## config.mk

```make
export PLATFORM = sky130hd
export DESIGN_NAME = fp_addsub_seq
export DESIGN_NICKNAME = d
export VERILOG_FILES = /design/src/rtl/fpas_pkg.sv /design/src/rtl/fpas_man_sreg.sv /design/src/rtl/fpas_exp_cnt.sv /design/src/rtl/fpas_res_sreg.sv /design/src/rtl/fp_addsub_seq.sv
export SDC_FILE = /design/constraint.sdc
export NUM_CORES = 1
export LEC_CHECK = 0
export BUFFER_PORTS_ARGS = -buffer_cell sky130_fd_sc_hd__buf_2
export CORE_AREA = 3 3 138 140
export DETAILED_ROUTE_END_ITERATION = 12
export DIE_AREA = 0 0 141 143
export PLACE_DENSITY = 0.88
export SYNTH_ARGS = -nofsm -noshare
export SYNTH_HDL_FRONTEND = slang
export SYNTH_SLANG_ARGS = --single-unit
```

## constraint.sdc

```tcl
create_clock -name clk -period 9.73 [get_ports clk]
set_input_delay 0.973 -clock clk [delete_from_list [all_inputs] [get_ports clk]]
set_output_delay 0.973 -clock clk [all_outputs]
set_load 0.02 [all_outputs]
```

## src/rtl/fpas_pkg.sv

```systemverilog
`timescale 1ns/1ps
package fpas_pkg;
    localparam int EXP_W = 8;
    localparam int MAN_W = 23;

    typedef enum logic [2:0] {
        ST_IDLE,
        ST_CHECK,
        ST_ALIGN,
        ST_ARITH,
        ST_NORM,
        ST_DONE
    } fsm_t;
endpackage

```

## src/rtl/fpas_man_sreg.sv

```systemverilog
`timescale 1ns/1ps
// Operand significand register: parallel load, clear, shift right by one.
module fpas_man_sreg #(
    parameter int W = 24
) (
    input  logic         clk,
    input  logic         rst_n,
    input  logic         load,
    input  logic         clr,
    input  logic         shr,
    input  logic [W-1:0] din,
    output logic [W-1:0] q
);
    always_ff @(posedge clk) begin
        if (!rst_n)     q <= '0;
        else if (load)  q <= din;
        else if (clr)   q <= '0;
        else if (shr)   q <= q >> 1;
    end
endmodule

```

## src/rtl/fpas_exp_cnt.sv

```systemverilog
`timescale 1ns/1ps
// Exponent register with load and single-step up/down counting.
module fpas_exp_cnt #(
    parameter int W = 8
) (
    input  logic         clk,
    input  logic         rst_n,
    input  logic         load,
    input  logic         inc,
    input  logic         dec,
    input  logic [W-1:0] din,
    output logic [W-1:0] q
);
    always_ff @(posedge clk) begin
        if (!rst_n)     q <= '0;
        else if (load)  q <= din;
        else if (inc)   q <= q + 1'b1;
        else if (dec)   q <= q - 1'b1;
    end
endmodule

```

## src/rtl/fpas_res_sreg.sv

```systemverilog
`timescale 1ns/1ps
// Result significand register with carry bit: load, shift left or right.
module fpas_res_sreg #(
    parameter int W = 25
) (
    input  logic         clk,
    input  logic         rst_n,
    input  logic         load,
    input  logic         shift,
    input  logic         dir_left,
    input  logic [W-1:0] din,
    output logic [W-1:0] q
);
    always_ff @(posedge clk) begin
        if (!rst_n)     q <= '0;
        else if (load)  q <= din;
        else if (shift) q <= dir_left ? (q << 1) : (q >> 1);
    end
endmodule

```

## src/rtl/fp_addsub_seq.sv

```systemverilog
`timescale 1ns/1ps
module fp_addsub_seq
    import fpas_pkg::*;
#(
    parameter int EXP_W = fpas_pkg::EXP_W,
    parameter int MAN_W = fpas_pkg::MAN_W
) (
    input  logic                   clk,
    input  logic                   rst_n,
    input  logic                   start,
    input  logic                   sub_op,
    input  logic [EXP_W+MAN_W:0]   opnd_a,
    input  logic [EXP_W+MAN_W:0]   opnd_b,
    output logic [EXP_W+MAN_W:0]   result,
    output logic                   done
);
    localparam int WORD_W = 1 + EXP_W + MAN_W;
    localparam int SIG_W  = MAN_W + 1;
    localparam logic [EXP_W-1:0] EXP_MAX = '1;
    localparam logic [EXP_W-1:0] EXP_TOP = EXP_MAX - 1'b1;
    localparam logic [EXP_W-1:0] EXP_ONE = EXP_W'(1);
    localparam logic [EXP_W-1:0] FAR_LIM = EXP_W'(SIG_W + 1);

    fsm_t state_q, state_d;

    logic [WORD_W-1:0] in_word [2];
    logic [SIG_W-1:0]  man_q   [2];
    logic [EXP_W-1:0]  exp_q   [2];
    logic [1:0]        zero_op, clr_man, shr_man;
    logic              ld_op, ld_res, ld_word, norm_r, norm_l;
    logic              sgn_a_q, sgn_b_q, res_sgn_q;
    logic [SIG_W:0]    res_q, sum_d;
    logic [EXP_W-1:0]  res_exp_q, exp_diff;
    logic              exp_gt, exp_lt, exp_eq, far, eff_sub, a_ge;
    logic [WORD_W-1:0] word_d, bypass_word, result_q;

    assign in_word[0] = opnd_a;
    assign in_word[1] = opnd_b;

    for (genvar i = 0; i < 2; i++) begin : g_opnd
        fpas_man_sreg #(.W(SIG_W)) u_man (
            .clk(clk), .rst_n(rst_n), .load(ld_op), .clr(clr_man[i]), .shr(shr_man[i]),
            .din({|in_word[i][WORD_W-2:MAN_W], in_word[i][MAN_W-1:0]}),
            .q(man_q[i])
        );
        fpas_exp_cnt #(.W(EXP_W)) u_exp (
            .clk(clk), .rst_n(rst_n), .load(ld_op), .inc(shr_man[i]), .dec(1'b0),
            .din(in_word[i][WORD_W-2:MAN_W]),
            .q(exp_q[i])
        );
        assign zero_op[i] = (exp_q[i] == '0);
    end

    always_ff @(posedge clk) begin
        if (!rst_n) begin
            sgn_a_q <= 1'b0;
            sgn_b_q <= 1'b0;
        end else if (ld_op) begin
            sgn_a_q <= opnd_a[WORD_W-1];
            sgn_b_q <= opnd_b[WORD_W-1] ^ sub_op;
        end
    end

    // Exponent comparator and alignment distance
    assign exp_gt   = exp_q[0] > exp_q[1];
    assign exp_lt   = exp_q[0] < exp_q[1];
    assign exp_eq   = exp_q[0] == exp_q[1];
    assign exp_diff = exp_gt ? (exp_q[0] - exp_q[1]) : (exp_q[1] - exp_q[0]);
    assign far      = exp_diff > FAR_LIM;

    // Significand adder/subtracter, larger magnitude first
    assign eff_sub = sgn_a_q ^ sgn_b_q;
    assign a_ge    = man_q[0] >= man_q[1];
    always_comb begin
        if (!eff_sub)  sum_d = {1'b0, man_q[0]} + {1'b0, man_q[1]};
        else if (a_ge) sum_d = {1'b0, man_q[0]} - {1'b0, man_q[1]};
        else           sum_d = {1'b0, man_q[1]} - {1'b0, man_q[0]};
    end

    always_ff @(posedge clk) begin
        if (!rst_n)      res_sgn_q <= 1'b0;
        else if (ld_res) res_sgn_q <= (eff_sub && !a_ge) ? sgn_b_q : sgn_a_q;
    end

    fpas_exp_cnt #(.W(EXP_W)) u_res_exp (
        .clk(clk), .rst_n(rst_n), .load(ld_res), .inc(norm_r), .dec(norm_l),
        .din(exp_lt ? exp_q[1] : exp_q[0]),
        .q(res_exp_q)
    );

    fpas_res_sreg #(.W(SIG_W + 1)) u_res (
        .clk(clk), .rst_n(rst_n), .load(ld_res), .shift(norm_r | norm_l),
        .dir_left(norm_l), .din(sum_d), .q(res_q)
    );

    always_comb begin
        if (zero_op[0] && zero_op[1]) bypass_word = '0;
        else if (zero_op[0])          bypass_word = {sgn_b_q, exp_q[1], man_q[1][MAN_W-1:0]};
        else                          bypass_word = {sgn_a_q, exp_q[0], man_q[0][MAN_W-1:0]};
    end

    // State register
    always_ff @(posedge clk) begin
        if (!rst_n) state_q <= ST_IDLE;
        else        state_q <= state_d;
    end

    // Next state and datapath controls
    always_comb begin
        state_d = state_q;
        ld_op   = 1'b0;
        ld_res  = 1'b0;
        ld_word = 1'b0;
        norm_r  = 1'b0;
        norm_l  = 1'b0;
        clr_man = '0;
        shr_man = '0;
        word_d  = '0;
        unique case (state_q)
            ST_IDLE: begin
                if (start) begin
                    ld_op   = 1'b1;
                    state_d = ST_CHECK;
                end
            end
            ST_CHECK: begin
                if (|zero_op) begin
                    ld_word = 1'b1;
                    word_d  = bypass_word;
                    state_d = ST_DONE;
                end else begin
                    state_d = ST_ALIGN;
                end
            end
            ST_ALIGN: begin
                if (exp_eq) begin
                    state_d = ST_ARITH;
                end else if (far) begin
                    clr_man[exp_gt] = 1'b1;
                    state_d = ST_ARITH;
                end else begin
                    shr_man[exp_gt] = 1'b1;
                end
            end
            ST_ARITH: begin
                if (sum_d == '0) begin
                    ld_word = 1'b1;
                    state_d = ST_DONE;
                end else begin
                    ld_res  = 1'b1;
                    state_d = ST_NORM;
                end
            end
            ST_NORM: begin
                if (res_q[SIG_W]) begin
                    if (res_exp_q == EXP_TOP) begin
                        ld_word = 1'b1;
                        word_d  = {res_sgn_q, EXP_MAX, {MAN_W{1'b0}}};
                        state_d = ST_DONE;
                    end else begin
                        norm_r = 1'b1;
                    end
                end else if (res_q[SIG_W-1]) begin
                    ld_word = 1'b1;
                    word_d  = {res_sgn_q, res_exp_q, res_q[MAN_W-1:0]};
                    state_d = ST_DONE;
                end else if (res_exp_q == EXP_ONE) begin
                    ld_word = 1'b1;
                    state_d = ST_DONE;
                end else begin
                    norm_l = 1'b1;
                end
            end
            ST_DONE: state_d = ST_IDLE;
            default: state_d = ST_IDLE;
        endcase
    end

    always_ff @(posedge clk) begin
        if (!rst_n)       result_q <= '0;
        else if (ld_word) result_q <= word_d;
    end

    assign result = result_q;
    assign done   = (state_q == ST_DONE);
endmodule

```

==> results.rst <==
.. list-table::
   :header-rows: 1

   * - Metric
     - Value
   * - Setup violation total in the final timing report
     - 0
   * - Post-CTS setup buffer count
     - 0
   * - CP Depth
     - 14
   * - Fraction of synthesized cell area taken by the top area cell type
     - 22.7%
   * - Syn_area_per_cell
     - 7.42 µm²
   * - Clock Skew
     - just over 0.01 ns
   * - Number of antenna violations at the first check in global routing
     - 0
   * - Worst IR drop on VDD
     - 0.287 mV
   * - Pre-Repair DR Iteration Count
     - 10
   * - Final TNS setup
     - 0 ns
   * - Post-Route WL
     - 43.6 mm
   * - Number of synthesized flops with an enable pin
     - 0
   * - Most frequently used cell type in the post-synthesis netlist
     - nor2_1
   * - Root Buffer
     - clkbuf_16
   * - DRC marker count from the first detailed-route iteration
     - 1,688
   * - Width of the die
     - 141 µm
   * - Worst path required time
     - approximately 10 ns
   * - RSZ-0062 raised after global routing
     - false
   * - Status
     - finished, final reports clean
   * - Transition at the pin with the smallest max-transition slack
     - around 1.2 ns
   * - Clock Tree Buf Depth
     - 2
   * - Most frequent cell on the critical path
     - o2111ai_1
   * - Top post-synthesis cells by area
     - dfxtp_1 (23%), ha_1 (10%), a21oi_1 (6.9%), nor2_1 (5.2%), nand2_1 (4.4%)
   * - Layout-stage area growth over the synthesis result
     - 9.61%
   * - Post-detail-place hpwl
     - 31.4 mm
   * - Vert. Die Dim
     - ~140 µm
   * - CP max FO
     - 22
   * - Flop and latch count out of synthesis
     - 135
   * - Via Count
     - roughly 13,000
   * - Post-synthesis instance area
     - 11,900 µm²
   * - Timing-limited maximum frequency
     - between 150 and 200 MHz
   * - Net count of the finished layout
     - 1,796
   * - Post-synthesis cell count
     - 1,604
   * - Final Total Pwr
     - 5.40 mW
   * - Final ANT Viol Nets
     - 0
   * - Number of cell instances on the worst register-to-register path
     - 14
   * - Post-detailed-route via-to-cell ratio
     - 7.08
   * - Most common library cells after synthesis
     - nor2_1 (166), a21oi_1 (164), nand2_1 (138), dfxtp_1 (135), clkbuf_1 (99)
   * - Synth Area in Compound Gates
     - 33.4%
   * - Number of levels the H-tree was split into
     - 4
   * - Clock edge transition at the registers on the reported setup and hold paths
     - 0.07 ns
   * - Detail-routed net length per standard cell
     - 23.3 µm
   * - Post-CTS resize count
     - 0
   * - Wire length of the first global-routing pass
     - 68.2 mm
   * - Worst slew margin relative to its limit
     - about a fifth
   * - Number of top-level pins
     - 101
   * - Fraction of the yosys area taken by sequential cells
     - 22.7%
   * - Cell taking the most area after synthesis
     - dfxtp_1
   * - Dominant delay contributor by cell family on the critical path
     - simple AND/OR/NAND/NOR gates
   * - Mapped Nets
     - 1,772
   * - Main combinational cell family by area after synthesis
     - compound AO/OA/AOI/OAI gates
   * - Post-route fraction of the period consumed by the critical path
     - 62.3%
   * - Max-capacitance violation count
     - 0
   * - Core area
     - about 18,000 µm²
   * - Count of hold-fix buffers inserted at cts
     - 0
   * - P per Cell Area
     - just over 400 nW/µm²
   * - Clk_lat worst skew
     - between 0.4 and 0.5 ns
   * - Post-Synth XOR/XNOR Area
     - 3.53%
   * - Pin count of the biggest net entering global routing
     - 82
   * - Sinks on the clock net
     - 135
   * - Row count
     - between 40 and 50
   * - Number of global-route vias before repair
     - about 12,000
   * - Share of synthesized registers carrying an async set or reset
     - 0%
   * - PortBufs
     - 100
   * - Crit path buf inv count
     - 2
   * - Critical path cell sequence
     - inv_1 -> ha_1 -> a21oi_1 -> o21ai_0 -> o2111ai_1 -> nand3_1 -> or4_1 -> nand4_1 -> o2111ai_1 -> nor4_4 -> nand4bb_4 -> o21ai_2 -> buf_4 -> o22ai_1
   * - Critical Path Sink Type
     - register
   * - TritonCTS clock tree
     - built
   * - DRC violations left
     - 0
   * - Classification of the worst-slack hold path
     - reg -> reg
   * - Count of different cell masters after synthesis
     - 82
   * - Minimum period implied by the final worst setup slack
     - approximately 6 ns
   * - Final Slew Violations
     - 0
   * - Share of cell area taken by muxes after synthesis
     - 1.87%
   * - Initial Utilization
     - 66.2%
   * - CP max stage cell
     - nand3_1
   * - Yosys warnings
     - 0
   * - Most used DFF post-synth
     - dfxtp_1
   * - Data arrival time of the critical path
     - between 6 and 7 ns
   * - Post-Synth Adder-Cell Area
     - 10.8%
   * - Total CTS buffers
     - 17
   * - Kind of launch point of the worst setup path
     - register
   * - Area share of and/or/nand/nor cells after synthesis
     - between 20 and 25%
   * - Lkg Pwr
     - 5.30 nW
   * - Final weighted congestion in routability-driven placement
     - a little over 1
   * - Die area
     - 20,200 µm²
   * - All-layer global routing usage
     - a little over two fifths
   * - FF-to-FF setup slack
     - about 3.7 ns
   * - Longest individual stage delay on the worst path
     - 0.79 ns
   * - Total gr overflow
     - 0
   * - Number of cells traversed by the worst hold path
     - 2
   * - Share of layout cells above drive strength 1
     - 12.2%
   * - Antenna diode count
     - 0
   * - Worst setup path category
     - reg -> reg
   * - Endpoints failing hold
     - 0
## registers in the layout (all words and copies together), names as in the netlist
name            flops
u_res_exp.q         8
g_opnd.u_exp.q     16
sgn_a_q             1
res_sgn_q           1
result             32
g_opnd.u_man.q     48
u_res.q            25
sgn_b_q             1
state_q             3
## report_power, final
group	internal (mW)	switching, mW
combinational	1.29	2.50
sequential	0.692	0.225
clock	0.398	0.300
## per-stage QoR
stage               worst slack (ns)  cell area (µm²)  utilization [%]  cells  hold slack (ns)
finish                          3.67            13000             72.6   1870            0.445
global route                    3.30            13000             72.6   1870            0.463
CTS                             3.82            13000             72.6   1870            0.449
detailed placement              3.85            12400             69.1   1838            0.441
global placement                4.04            12400             69.1   1838            0.437
floorplan                       5.67            11900                -   1604            0.460
## cells in the final DEF (no fill, tap or decap), types with 18 or more instances in the layout
master    count
a21o_1       24
a21oi_1     163
a222oi_1     31
a22oi_1      35
a31oi_1      19
buf_2       100
buf_4        22
dfxtp_1     135
ha_1         95
inv_1        97
mux2i_1      20
nand2_1     138
nand2b_1     18
nand3_1      20
nand4_1      26
nor2_1      165
nor3_1       32
nor3b_1      25
o21ai_0      82
o22ai_1      56
xnor2_1      37
## logic make-up (layout without fill, tap and decap cells)
logic type      Yosys count  count (layout)
compound gates          581             581
xor+xnor                 48              48
fa+ha+maj               100             100
buf+inv                 215             252
flops                   135             135
mux                      22              22
simple gates            503             503
## area by class of cell
cell class | count | area [µm²]
Clock inverter | 14 | 181
Multi-Input combinational cell | 1254 | 8400
Tap cell | 229 | 287
Inverter | 98 | 368
Fill cell | 1445 | 4920
Timing Repair Buffer | 122 | 666
Clock buffer | 18 | 439
Sequential cell | 135 | 2700
## final timing paths
check                                           from         end
worst max-delay path            g_opnd[0].u_man.q[6]  result[15]
worst min register to register            result[28]  result[28]
worst min-delay path                      result[28]  result[28]
worst max register to register  g_opnd[0].u_man.q[6]  result[15]
## routing by layer
metal | up-vias | share of wire (%) | GRT usage (%)
met1 | 6128 | 38 | 53.3
met2 | 929 | 46 | 69.3
met3 | 211 | 10 | 8.00
met4 | 0 | 6.0 | 22.1
met5 | - | 0 | 0
li1 | 5977 | - | -
## worst register-to-register path: cells and delay by family, from the launching register on
family                     cells  cell delay (ns)
adders and majority gates      1             0.49
AOI/OAI and AO/OA              6             2.18
buffers and inverters          2             0.43
and+or+nand+nor                5             2.38
DFF                            1             0.43
Power figures use the tool's default switching activity.
